<file path="src/rtl/dps_pkg.sv">
package dps_pkg;
  localparam int unsigned FREQ_W     = 3;
  localparam int unsigned NUM_BOUNDS = 7;
  localparam int unsigned FREQ_BOUND [NUM_BOUNDS] = '{112, 125, 137, 150, 162, 175, 187};

  typedef enum logic [3:0] {
    ST_IDLE,
    ST_I_RST,
    ST_I_PDN,
    ST_I_FREQ,
    ST_I_RSTOFF,
    ST_I_PDNOFF,
    ST_I_EN,
    ST_I_CLKOUT,
    ST_I_LOCK,
    ST_P_WLOW,
    ST_P_CLKON,
    ST_P_WHIGH
  } seq_state_e;

  typedef struct packed {
    logic              ps_hold;
    logic              rst;
    logic              pdn;
    logic [FREQ_W-1:0] freq;
    logic              en;
    logic              clkout_en;
    logic              cdr_en;
    logic              cdr_ext;
  } line_ctrl_t;
endpackage

</file>
<file path="src/rtl/dps_freq_map.sv">
module dps_freq_map
  import dps_pkg::*;
#(
  parameter int unsigned RATE_W = 8
) (
  input  logic [RATE_W-1:0] rate_mhz,
  output logic [FREQ_W-1:0] code
);
  logic [NUM_BOUNDS-1:0] above;

  genvar gi;
  generate
    for (gi = 0; gi < NUM_BOUNDS; gi++) begin : g_cmp
      assign above[gi] = (32'(rate_mhz) > FREQ_BOUND[gi]);
    end
  endgenerate

  always_comb begin
    code = '0;
    for (int i = 0; i < NUM_BOUNDS; i++) begin
      if (above[i]) code = FREQ_W'(code + 1'b1);
    end
  end
endmodule

</file>
<file path="src/rtl/dps_gray_enc.sv">
module dps_gray_enc #(
  parameter int unsigned PHASE_W = 4
) (
  input  logic [PHASE_W-1:0] bin,
  output logic [PHASE_W-1:0] gray
);
  assign gray[PHASE_W-1] = bin[PHASE_W-1];
  genvar gi;
  generate
    for (gi = 0; gi < PHASE_W-1; gi++) begin : g_bit
      assign gray[gi] = bin[gi] ^ bin[gi+1];
    end
  endgenerate
endmodule

</file>
<file path="src/rtl/dps_tick_timer.sv">
module dps_tick_timer #(
  parameter int unsigned TMO_TICKS = 50
) (
  input  logic clk,
  input  logic rst_n,
  input  logic clr,
  input  logic tick,
  output logic expired
);
  localparam int unsigned CNT_W = (TMO_TICKS > 1) ? $clog2(TMO_TICKS) : 1;
  localparam logic [CNT_W-1:0] LAST = CNT_W'(TMO_TICKS - 1);

  logic [CNT_W-1:0] cnt_q, cnt_d;
  logic             cnt_en;

  assign cnt_en  = clr || (tick && (cnt_q != LAST));
  assign expired = !clr && tick && (cnt_q == LAST);

  always_comb begin
    cnt_d = cnt_q;
    if (clr)                 cnt_d = '0;
    else if (cnt_q != LAST)  cnt_d = CNT_W'(cnt_q + 1'b1);
  end

  always_ff @(posedge clk or negedge rst_n) begin
    if (!rst_n)      cnt_q <= '0;
    else if (cnt_en) cnt_q <= cnt_d;
  end


  cnt_bound_chk: assert property (@(posedge clk) disable iff (!rst_n)
    cnt_q <= LAST);


  clr_zero_chk: assert property (@(posedge clk) disable iff (!rst_n)
    clr |=> (cnt_q == '0));
endmodule

</file>
<file path="src/rtl/dly_phase_seq.sv">
module dly_phase_seq
  import dps_pkg::*;
#(
  parameter int unsigned PHASE_W   = 4,
  parameter int unsigned RATE_W    = 8,
  parameter int unsigned TMO_TICKS = 50
) (
  input  logic               clk,
  input  logic               rst_n,
  input  logic               cmd_valid,
  input  logic               cmd_op,
  input  logic [PHASE_W-1:0] cmd_phase,
  input  logic [RATE_W-1:0]  rate_mhz,
  input  logic               pwr_save_en,
  input  logic               us_tick,
  input  logic               lock_stat,
  input  logic               clkout_stat,
  output logic               dl_pwr_save,
  output logic               dl_rst,
  output logic               dl_pdn,
  output logic [2:0]         dl_freq,
  output logic               dl_en,
  output logic               dl_clkout_en,
  output logic               dl_cdr_en,
  output logic               dl_cdr_ext,
  output logic [PHASE_W-1:0] dl_gray,
  output logic               busy,
  output logic               done,
  output logic               err
);
  seq_state_e         state_q, state_d;
  line_ctrl_t         ctrl_q, ctrl_d;
  logic [PHASE_W-1:0] gray_q, gray_d, gray_new;
  logic [PHASE_W-1:0] phase_q, phase_d;
  logic [FREQ_W-1:0]  freq_code;
  logic               done_d, err_d, done_q, err_q;
  logic               in_wait, tmo;

  dps_freq_map #(.RATE_W(RATE_W)) u_freq (
    .rate_mhz (rate_mhz),
    .code     (freq_code)
  );

  dps_gray_enc #(.PHASE_W(PHASE_W)) u_gray (
    .bin  (phase_q),
    .gray (gray_new)
  );

  assign in_wait = (state_q == ST_I_LOCK) || (state_q == ST_P_WLOW) ||
                   (state_q == ST_P_WHIGH);

  dps_tick_timer #(.TMO_TICKS(TMO_TICKS)) u_tmr (
    .clk     (clk),
    .rst_n   (rst_n),
    .clr     (!in_wait),
    .tick    (us_tick),
    .expired (tmo)
  );

  // Next-state and control update
  always_comb begin
    state_d = state_q;
    ctrl_d  = ctrl_q;
    gray_d  = gray_q;
    phase_d = phase_q;
    done_d  = 1'b0;
    err_d   = 1'b0;
    unique case (state_q)
      ST_IDLE: begin
        if (cmd_valid) begin
          if (!cmd_op) begin
            ctrl_d.ps_hold = 1'b1;
            state_d        = ST_I_RST;
          end else begin
            phase_d           = cmd_phase;
            ctrl_d.cdr_en     = 1'b0;
            ctrl_d.clkout_en  = 1'b0;
            ctrl_d.cdr_ext    = 1'b1;
            ctrl_d.en         = 1'b1;
            state_d           = ST_P_WLOW;
          end
        end
      end
      ST_I_RST:    begin ctrl_d.rst = 1'b1;          state_d = ST_I_PDN;    end
      ST_I_PDN:    begin ctrl_d.pdn = 1'b1;          state_d = ST_I_FREQ;   end
      ST_I_FREQ:   begin ctrl_d.freq = freq_code;    state_d = ST_I_RSTOFF; end
      ST_I_RSTOFF: begin ctrl_d.rst = 1'b0;          state_d = ST_I_PDNOFF; end
      ST_I_PDNOFF: begin ctrl_d.pdn = 1'b0;          state_d = ST_I_EN;     end
      ST_I_EN:     begin ctrl_d.en = 1'b1;           state_d = ST_I_CLKOUT; end
      ST_I_CLKOUT: begin ctrl_d.clkout_en = 1'b1;    state_d = ST_I_LOCK;   end
      ST_I_LOCK: begin
        if (lock_stat) begin
          ctrl_d.ps_hold = 1'b0;
          done_d         = 1'b1;
          state_d        = ST_IDLE;
        end else if (tmo) begin
          err_d   = 1'b1;
          state_d = ST_IDLE;
        end
      end
      ST_P_WLOW: begin
        if (!clkout_stat) begin
          gray_d  = gray_new;
          state_d = ST_P_CLKON;
        end else if (tmo) begin
          err_d   = 1'b1;
          state_d = ST_IDLE;
        end
      end
      ST_P_CLKON: begin
        ctrl_d.clkout_en = 1'b1;
        state_d          = ST_P_WHIGH;
      end
      ST_P_WHIGH: begin
        if (clkout_stat) begin
          ctrl_d.cdr_en  = 1'b1;
          ctrl_d.cdr_ext = 1'b0;
          done_d         = 1'b1;
          state_d        = ST_IDLE;
        end else if (tmo) begin
          err_d   = 1'b1;
          state_d = ST_IDLE;
        end
      end
      default: state_d = ST_IDLE;
    endcase
  end

  // Registers
  always_ff @(posedge clk or negedge rst_n) begin
    if (!rst_n) begin
      state_q <= ST_IDLE;
      ctrl_q  <= '0;
      gray_q  <= '0;
      phase_q <= '0;
      done_q  <= 1'b0;
      err_q   <= 1'b0;
    end else begin
      state_q <= state_d;
      ctrl_q  <= ctrl_d;
      gray_q  <= gray_d;
      phase_q <= phase_d;
      done_q  <= done_d;
      err_q   <= err_d;
    end
  end

  assign dl_pwr_save  = pwr_save_en && !ctrl_q.ps_hold;
  assign dl_rst       = ctrl_q.rst;
  assign dl_pdn       = ctrl_q.pdn;
  assign dl_freq      = ctrl_q.freq;
  assign dl_en        = ctrl_q.en;
  assign dl_clkout_en = ctrl_q.clkout_en;
  assign dl_cdr_en    = ctrl_q.cdr_en;
  assign dl_cdr_ext   = ctrl_q.cdr_ext;
  assign dl_gray      = gray_q;
  assign busy         = (state_q != ST_IDLE);
  assign done         = done_q;
  assign err          = err_q;


  freq_under_rst_chk: assert property (@(posedge clk) disable iff (!rst_n)
    !$stable(dl_freq) |-> (dl_rst && dl_pdn));


  gray_gated_chk: assert property (@(posedge clk) disable iff (!rst_n)
    !$stable(dl_gray) |-> !dl_clkout_en);


  cdr_return_chk: assert property (@(posedge clk) disable iff (!rst_n)
    $rose(dl_cdr_en) |-> (dl_clkout_en && !dl_cdr_ext));


  done_idle_chk: assert property (@(posedge clk) disable iff (!rst_n)
    (done || err) |-> !busy);


  pulse_once_chk: assert property (@(posedge clk) disable iff (!rst_n)
    (done || err) |=> !(done || err));


  done_xor_err_chk: assert property (@(posedge clk) disable iff (!rst_n)
    $onehot0({done, err}));


  ps_held_chk: assert property (@(posedge clk) disable iff (!rst_n)
    (dl_rst || dl_pdn) |-> !dl_pwr_save);
endmodule

</file>
<file path="config.mk">
export PLATFORM = sky130hd
export DESIGN_NAME = dly_phase_seq
export DESIGN_NICKNAME = d
export VERILOG_FILES = /design/src/rtl/dps_pkg.sv /design/src/rtl/dps_freq_map.sv /design/src/rtl/dps_gray_enc.sv /design/src/rtl/dps_tick_timer.sv /design/src/rtl/dly_phase_seq.sv
export SDC_FILE = /design/constraint.sdc
export NUM_CORES = 1
export LEC_CHECK = 0
export ABC_AREA = 0
export BUFFER_PORTS_ARGS = -buffer_cell sky130_fd_sc_hd__buf_2
export CORE_MARGIN = 2
export CORE_UTILIZATION = 45
export DETAILED_ROUTE_END_ITERATION = 10
export GPL_TIMING_DRIVEN = 0
export HOLD_SLACK_MARGIN = 0.05
export PLACE_DENSITY = 0.67
export SYNTH_ARGS = -nofsm -noshare
export SYNTH_HDL_FRONTEND = slang
export SYNTH_SLANG_ARGS = --single-unit
</file>
<file path="constraint.sdc">
create_clock -name clk -period 3.8 [get_ports clk]
set_input_delay 0.19 -clock clk [delete_from_list [all_inputs] [get_ports clk]]
set_output_delay 0.19 -clock clk [all_outputs]
set_load 0.005 [all_outputs]
</file>
# Word level (Yosys, flattened, before mapping)
# Index checks and enable logic that the tools add are counted.
[totals] latch_bits=0 reg_bits=30 n_memories=0 elab_cells=112 rom_bits=0 ramBits=0
[classes] n_div=0 n_shift=0 n_reduce_logical=25 n_eq_ne=19 n_mux=36 addsub=7 mul=0 bitwise_logic=4 n_lt_le_gt_ge=7
[op_table] operator="case mux 4 bit (12 select lines)" n=1
[op_table] operator="greater-than comparator 8 bit, second input constant" n=5
[op_table] operator="2-to-1 mux 4 bit" n=8
[op_table] operator="2-to-1 mux 3 bit" n=6
[op_table] operator="== test 4 x 3 -> 1 bit, second input constant" n=4
[op_table] operator="== test 4 bit, second input constant" n=4
[op_table] operator="greater-than comparator 8 x 7 -> 1 bit, second input constant" n=2
[op_table] operator="adder 3 x 1 -> 3 bit, second input constant" n=5
[op_table] operator="2-to-1 mux 6 bit" n=2
[op_table] operator="case mux 1 bit (2 select lines)" n=6
[op_table] operator="nonzero test 2 bit" n=6
[op_table] operator="2-to-1 mux 1 bit" n=10
[op_table] operator="!= test 2 bit, second input constant" n=5
[op_table] operator="AND reduction 3 bit" n=3
[op_table] operator="== test 4 x 2 -> 1 bit, second input constant" n=2
[op_table] operator="AND reduction 4 bit" n=2
[op_table] operator="adder 6 x 1 -> 6 bit, second input constant" n=1
[op_table] operator="== test 6 bit, second input constant" n=1
[op_table] operator="!= test 6 bit, second input constant" n=1
[op_table] operator="== test 4 x 1 -> 1 bit, second input constant" n=1
[op_table] operator="logical AND 1 bit" n=4
[op_table] operator="zero test 4 bit" n=1
[op_table] operator="case mux 2 bit (2 select lines)" n=1
[op_table] operator="AND reduction 2 bit" n=2
[op_table] operator="other kinds (10)" n=15

# Depth between registers and ports, before layout
[depth] ltp_word=14 mapped_depth=20 ltp_nobuf=18

# By module
# From an unflattened synthesis, not the netlist that was laid out.
[hier_totals] cells_unflattened=221 hier_area_um2=2082.0
[by_module_without_submodules] mod="dly_phase_seq" n_inst=1 cells_per_inst=107 area_per_inst_um2=1133.6
[by_module_without_submodules] mod="dps_freq_map" n_inst=1 cells_per_inst=70 area_per_inst_um2=534.3
[by_module_without_submodules] mod="dps_tick_timer" n_inst=1 cells_per_inst=40 area_per_inst_um2=380.4
[by_module_without_submodules] mod="dps_gray_enc" n_inst=1 cells_per_inst=4 area_per_inst_um2=33.8

# Worst setup path before layout
# Ideal clock, no wire load.
[synth_path] kind="input -> register" from="input port rate_mhz[5]" to="register ctrl_q (netlist bit dl_freq[2])" arrival_time_ns=3.557 required_time_ns=3.723 cell_stages=20 path_buffers=2 path_slack_ns=0.165 path_cell_list="buf_2 -> and3_1 -> a41oi_1 -> inv_1 -> ha_1 -> buf_2 -> xor2_1 -> inv_1 -> ha_1 -> xor2_1 -> nand3b_1 -> nand2_1 -> ha_1 -> nor2_1 -> nor2_1 -> ha_1 -> nand2_1 -> xor2_1 -> xnor3_1 -> a21oi_1"
[synth_via] elab_chain_len=14 elab_cells_between_ends=20 cone_classes="add/sub: 6; order compare: 7; mux: 7"
[synth_rtl] item="from (decl)" line_no="dly_phase_seq.sv:13" text="input logic [RATE_W-1:0] rate_mhz,"
[synth_rtl] item="greater-than comparator 8 x 7 -> 1 bit" line_no="dps_freq_map.sv:14" text="assign above[gi] = (32'(rate_mhz) > FREQ_BOUND[gi]);"
[synth_rtl] item="2-to-1 mux 1 bit" line_no="dps_freq_map.sv:21" text="if (above[i]) code = FREQ_W'(code + 1'b1);"
[synth_rtl] item="adder 1 x 1 -> 2 bit" line_no="dps_freq_map.sv:21"
[synth_rtl] item="2-to-1 mux 3 bit" line_no="dps_freq_map.sv:21"
[synth_rtl] item="adder 3 x 1 -> 3 bit" line_no="dps_freq_map.sv:21"
[synth_rtl] item="2-to-1 mux 3 bit" line_no="dps_freq_map.sv:21"
[synth_rtl] item="adder 3 x 1 -> 3 bit" line_no="dps_freq_map.sv:21"
[synth_rtl] item="2-to-1 mux 3 bit" line_no="dps_freq_map.sv:21"
[synth_rtl] item="adder 3 x 1 -> 3 bit" line_no="dps_freq_map.sv:21"
[synth_rtl] item="2-to-1 mux 3 bit" line_no="dps_freq_map.sv:21"
[synth_rtl] item="adder 3 x 1 -> 3 bit" line_no="dps_freq_map.sv:21"
[synth_rtl] item="2-to-1 mux 3 bit" line_no="dps_freq_map.sv:21"
[synth_rtl] item="adder 3 x 1 -> 3 bit" line_no="dps_freq_map.sv:21"
[synth_rtl] item="2-to-1 mux 3 bit *" line_no="dps_freq_map.sv:21"
[synth_rtl] item="to (signal assigned)" line_no="dly_phase_seq.sv:140" text="ctrl_q <= ctrl_d;"
[synth_rtl] item="to (decl)" line_no="dly_phase_seq.sv:32" text="line_ctrl_t ctrl_q, ctrl_d;"
# Mark *: on every way between the ends. The rest lies on a longest branch, timed or not.
# A chain may end at the register's enable or synchronous reset.

# Worst setup path after layout
[layout_path] from="input port rate_mhz[4]" to="register ctrl_q (netlist bit dl_freq[2])"
# Same word-level chain as after synthesis.

==> impl_metrics.json <==
{
  "post-route-min-period_ps": 3440,
  "reg2reg_setup_slack_ps": 1870,
  "setup_viol": 0,
  "root_buffer": "clkbuf_8",
  "cp_num_buf_inv": 4,
  "cts_tree": "done",
  "slew_violations": 0,
  "crit_start": "rate_mhz[4]",
  "routabilityCongestion": 0.820,
  "grt_pass1_wl_mm": 6.86,
  "cts_made_buffers": 5,
  "die_area_um2": 4980,
  "syn-cell-area_um2": 2000,
  "reg2reg_depth": 5,
  "yosys-top-cells-area": "dfrtp_1 38%, ha_1 5.6%, nand2_1 4.5%",
  "instances_no_fill": 315,
  "ir_worst_vdd_uv": 206,
  "maxSlewHeadroom_pct": 56.3,
  "pin_count": 37,
  "drt_iter0_drc": 90,
  "htree_levels": 2,
  "ys_seq_elements": 30,
  "routedWlPerCell_um": 12.3,
  "r2r_end": "phase_q[2]$_DFFE_PN0P_",
  "fin_setup_tns_ps": 0,
  "synthesis.nets": 249,
  "netlist_instances": 220,
  "cp-start-kind": "input pin",
  "synth_edf_count": 0,
  "final_common_cell": "buf_2",
  "crit_chain": "buf_2 > and3_1 > a41oi_2 > inv_1 > ha_1 > clkbuf_4 > xor2_4 > inv_1 > ha_1 > xor2_1 > nand3b_1 > nand2_1 > ha_1 > nor2_1 > nor2_1 > ha_1 > nand2_1 > xor2_1 > xnor3_1 > a21oi_1",
  "worst_slew_pin_slew_ps": 656,
  "routed-via-count": 1701,
  "ys_types": 53,
  "hp-class": "in2reg",
  "fmax_ghz": 0.290,
  "numPortBuffers": 34,
  "antenna_found_initial": 0,
  "async_flop_share_pct": 100,
  "insertion_delay_ps": 280,
  "cts_sinks": 30,
  "cpMaxStageDelayCell": "xnor3_1",
  "p_leak_nw": 1.05,
  "grt_overflow_total": 0,
  "worstPathRequired_ps": 4000,
  "r2r_start": "state_q[0]$_DFFE_PN0N_",
  "finalPower_mw": 1.35,
  "start_util_pct": 46.2,
  "worst-path-stages": 20,
  "syn2layout_area_growth_pct": 18.7,
  "first_pass_iters": 4,
  "slowest_delay_ps": 400,
  "syn_area_per_cell_um2": 9.07,
  "synth_ff_type": "dfrtp_1",
  "clk_pin_slew_ps": 60,
  "drcViolationCount": 0,
  "drive_gt1_share_pct": 26.2,
  "fin_hold_ws_ps": 142,
  "num_antenna_cells": 0,
  "cp-end-kind": "flip-flop",
  "critical_path_arrival_ps": 3650,
  "die_w_um": 70.6,
  "cts_buffer_depth": 2,
  "ant_nets": 0,
  "gr-usage-all-layers_pct": 16.8,
  "wl_mm": 3.87,
  "rsz0062_at_grt": "false",
  "yosysWarnings": 0,
  "seq_area_frac_synth_pct": 37.6,
  "fin_crit_sh_pct": 90.6,
  "synth_top_area_share_pct": 37.6,
  "endpoint": "dl_freq[2]$_DFFE_PN0P_",
  "die_height_um": 70.6,
  "dpl.hpwl_mm": 2.90,
  "core_area_um2": 4320,
  "power.density_nw_per_um2": 571,
  "finClkSkew_ps": 10.1,
  "outcome": "finished clean",
  "critPathKind": "in2reg",
  "nets": 291,
  "final_cell_mix": "37 x buf_2, 30 x dfrtp_1, 24 x nand2_1, 19 x nor2_1",
  "place_inst": 306,
  "hold_violations": 0,
  "row_count": 24,
  "vias_per_cell": 5.40,
  "grt_start_max_net_pins": 31,
  "path_common_cell": "ha_1",
  "cts_setup_buffers": 0,
  "crit_fanout": 7,
  "cap_violations": 0,
  "yosys.area.top_type": "dfrtp_1",
  "crit_family": "adder cells",
  "first_global_vias": 1555
}
-- worst min path at each step --
| stage | start | end | slack, ps | cells past startpoint |
|---|---|---|---|---|
| finish | cmd_phase[3] | phase_q[3]$_DFFE_PN0P_ | 140 | 2 |
| global route | cmd_phase[3] | phase_q[3]$_DFFE_PN0P_ | 140 | 2 |
| CTS | cmd_phase[3] | phase_q[3]$_DFFE_PN0P_ | 140 | 2 |
| detailed placement | rst_n | dl_gray[2]$_DFFE_PN0P_ | 260 | 1 |
| global placement | rst_n | dl_gray[2]$_DFFE_PN0P_ | 260 | 1 |
| floorplan | rst_n | ctrl_q[9]$_DFFE_PN0P_ | -110 | 0 |
-- cells in the mapped netlist (2+ instances only) --
cell	count
nand2_1	24
buf_2	4
and3_1	2
clkbuf_1	3
a41oi_1	2
nand4_1	3
nor2b_1	5
o21a_1	3
nand2b_1	3
o21ai_0	13
o21bai_1	2
xor2_1	7
o31ai_1	2
or3_1	6
inv_1	13
buf_4	3
mux2_2	6
a31oi_1	3
nor3_1	6
ha_1	9
a21oi_1	10
mux2i_1	2
o21ai_4	2
nor2_1	19
nand3b_1	2
nand3_1	2
and2_1	2
dfrtp_1	30
o311ai_0	2
xnor2_1	7
-- worst register-to-register path, delay by kind of cell (launching register included) --
kind	cells	cell delay [ps]
flip-flops	1	430
AND/OR/NAND/NOR	3	870
multiplexers	1	350
buffers and inverters	1	170
-- power by group --
group	internal, mW	switching, mW	total, mW	leakage (nW)
combinational	0.280	0.305	0.585	0.628
sequential	0.429	0.0785	0.507	0.369
clock	0.146	0.114	0.260	0.0482
-- layout make-up --
cell class	count	area (um2)
Buffer	12	71.3
Clock buffer	7	86.3
Clock inverter	1	5.00
Fill cell	425	1960
Inverter	13	48.8
Multi-Input combinational cell	165	1160
Sequential cell	30	751
Tap cell	52	65.1
Timing Repair Buffer	35	180
-- state kept, by name, summed over array words and instances, names as in the netlist, 3 cells and up --
name,count
u_tmr.cnt_q,6
dl_gray,4
phase_q,4
state_q,4
dl_freq,3
-- per-layer routing --
| metal | up-vias | GRT usage (%) | part of all wire, % |
|---|---|---|---|
| li1 | 852 | - | - |
| met1 | 793 | 22.5 | 46 |
| met2 | 48 | 27.5 | 47 |
| met3 | 8 | 2.99 | 4.9 |
| met4 | 0 | 6.29 | 1.6 |
| met5 | - | 0 | 0 |
-- metrics by stage --
step           utilization, %  instance area [um2]  setup slack (ps)
5_1_grt                  54.8                 2370              24.6
3_5_place_dp             51.6                 2230              -166
4_1_cts                  53.9                 2330               103
3_3_place_gp             51.6                 2230              -163
2_1_floorplan               -                 2000               165
6_report                 54.8                 2370               356
-- logic make-up (layout without fill, tap and decap cells) --
| kind of cell | Yosys count | in the layout | share of synthesized area, % |
|---|---|---|---|
| flops | 30 | 30 | 37.6 |
| buf+inv | 25 | 68 | 5.89 |
| compound gates | 52 | 52 | 18.6 |
| xor+xnor | 15 | 15 | 7.27 |
| simple gates | 81 | 81 | 20.6 |
| fa+ha+maj | 9 | 9 | 5.64 |
| mux | 8 | 8 | 4.39 |
-- what timing repair did --
item                       in CTS  in global routing
gates resized for setup         0                  5
hold endpoints to repair       30                  0
setup endpoints to repair       0                  2
hold buffers                    1                  0
Note: power is estimated with default switching activity, not from simulation.
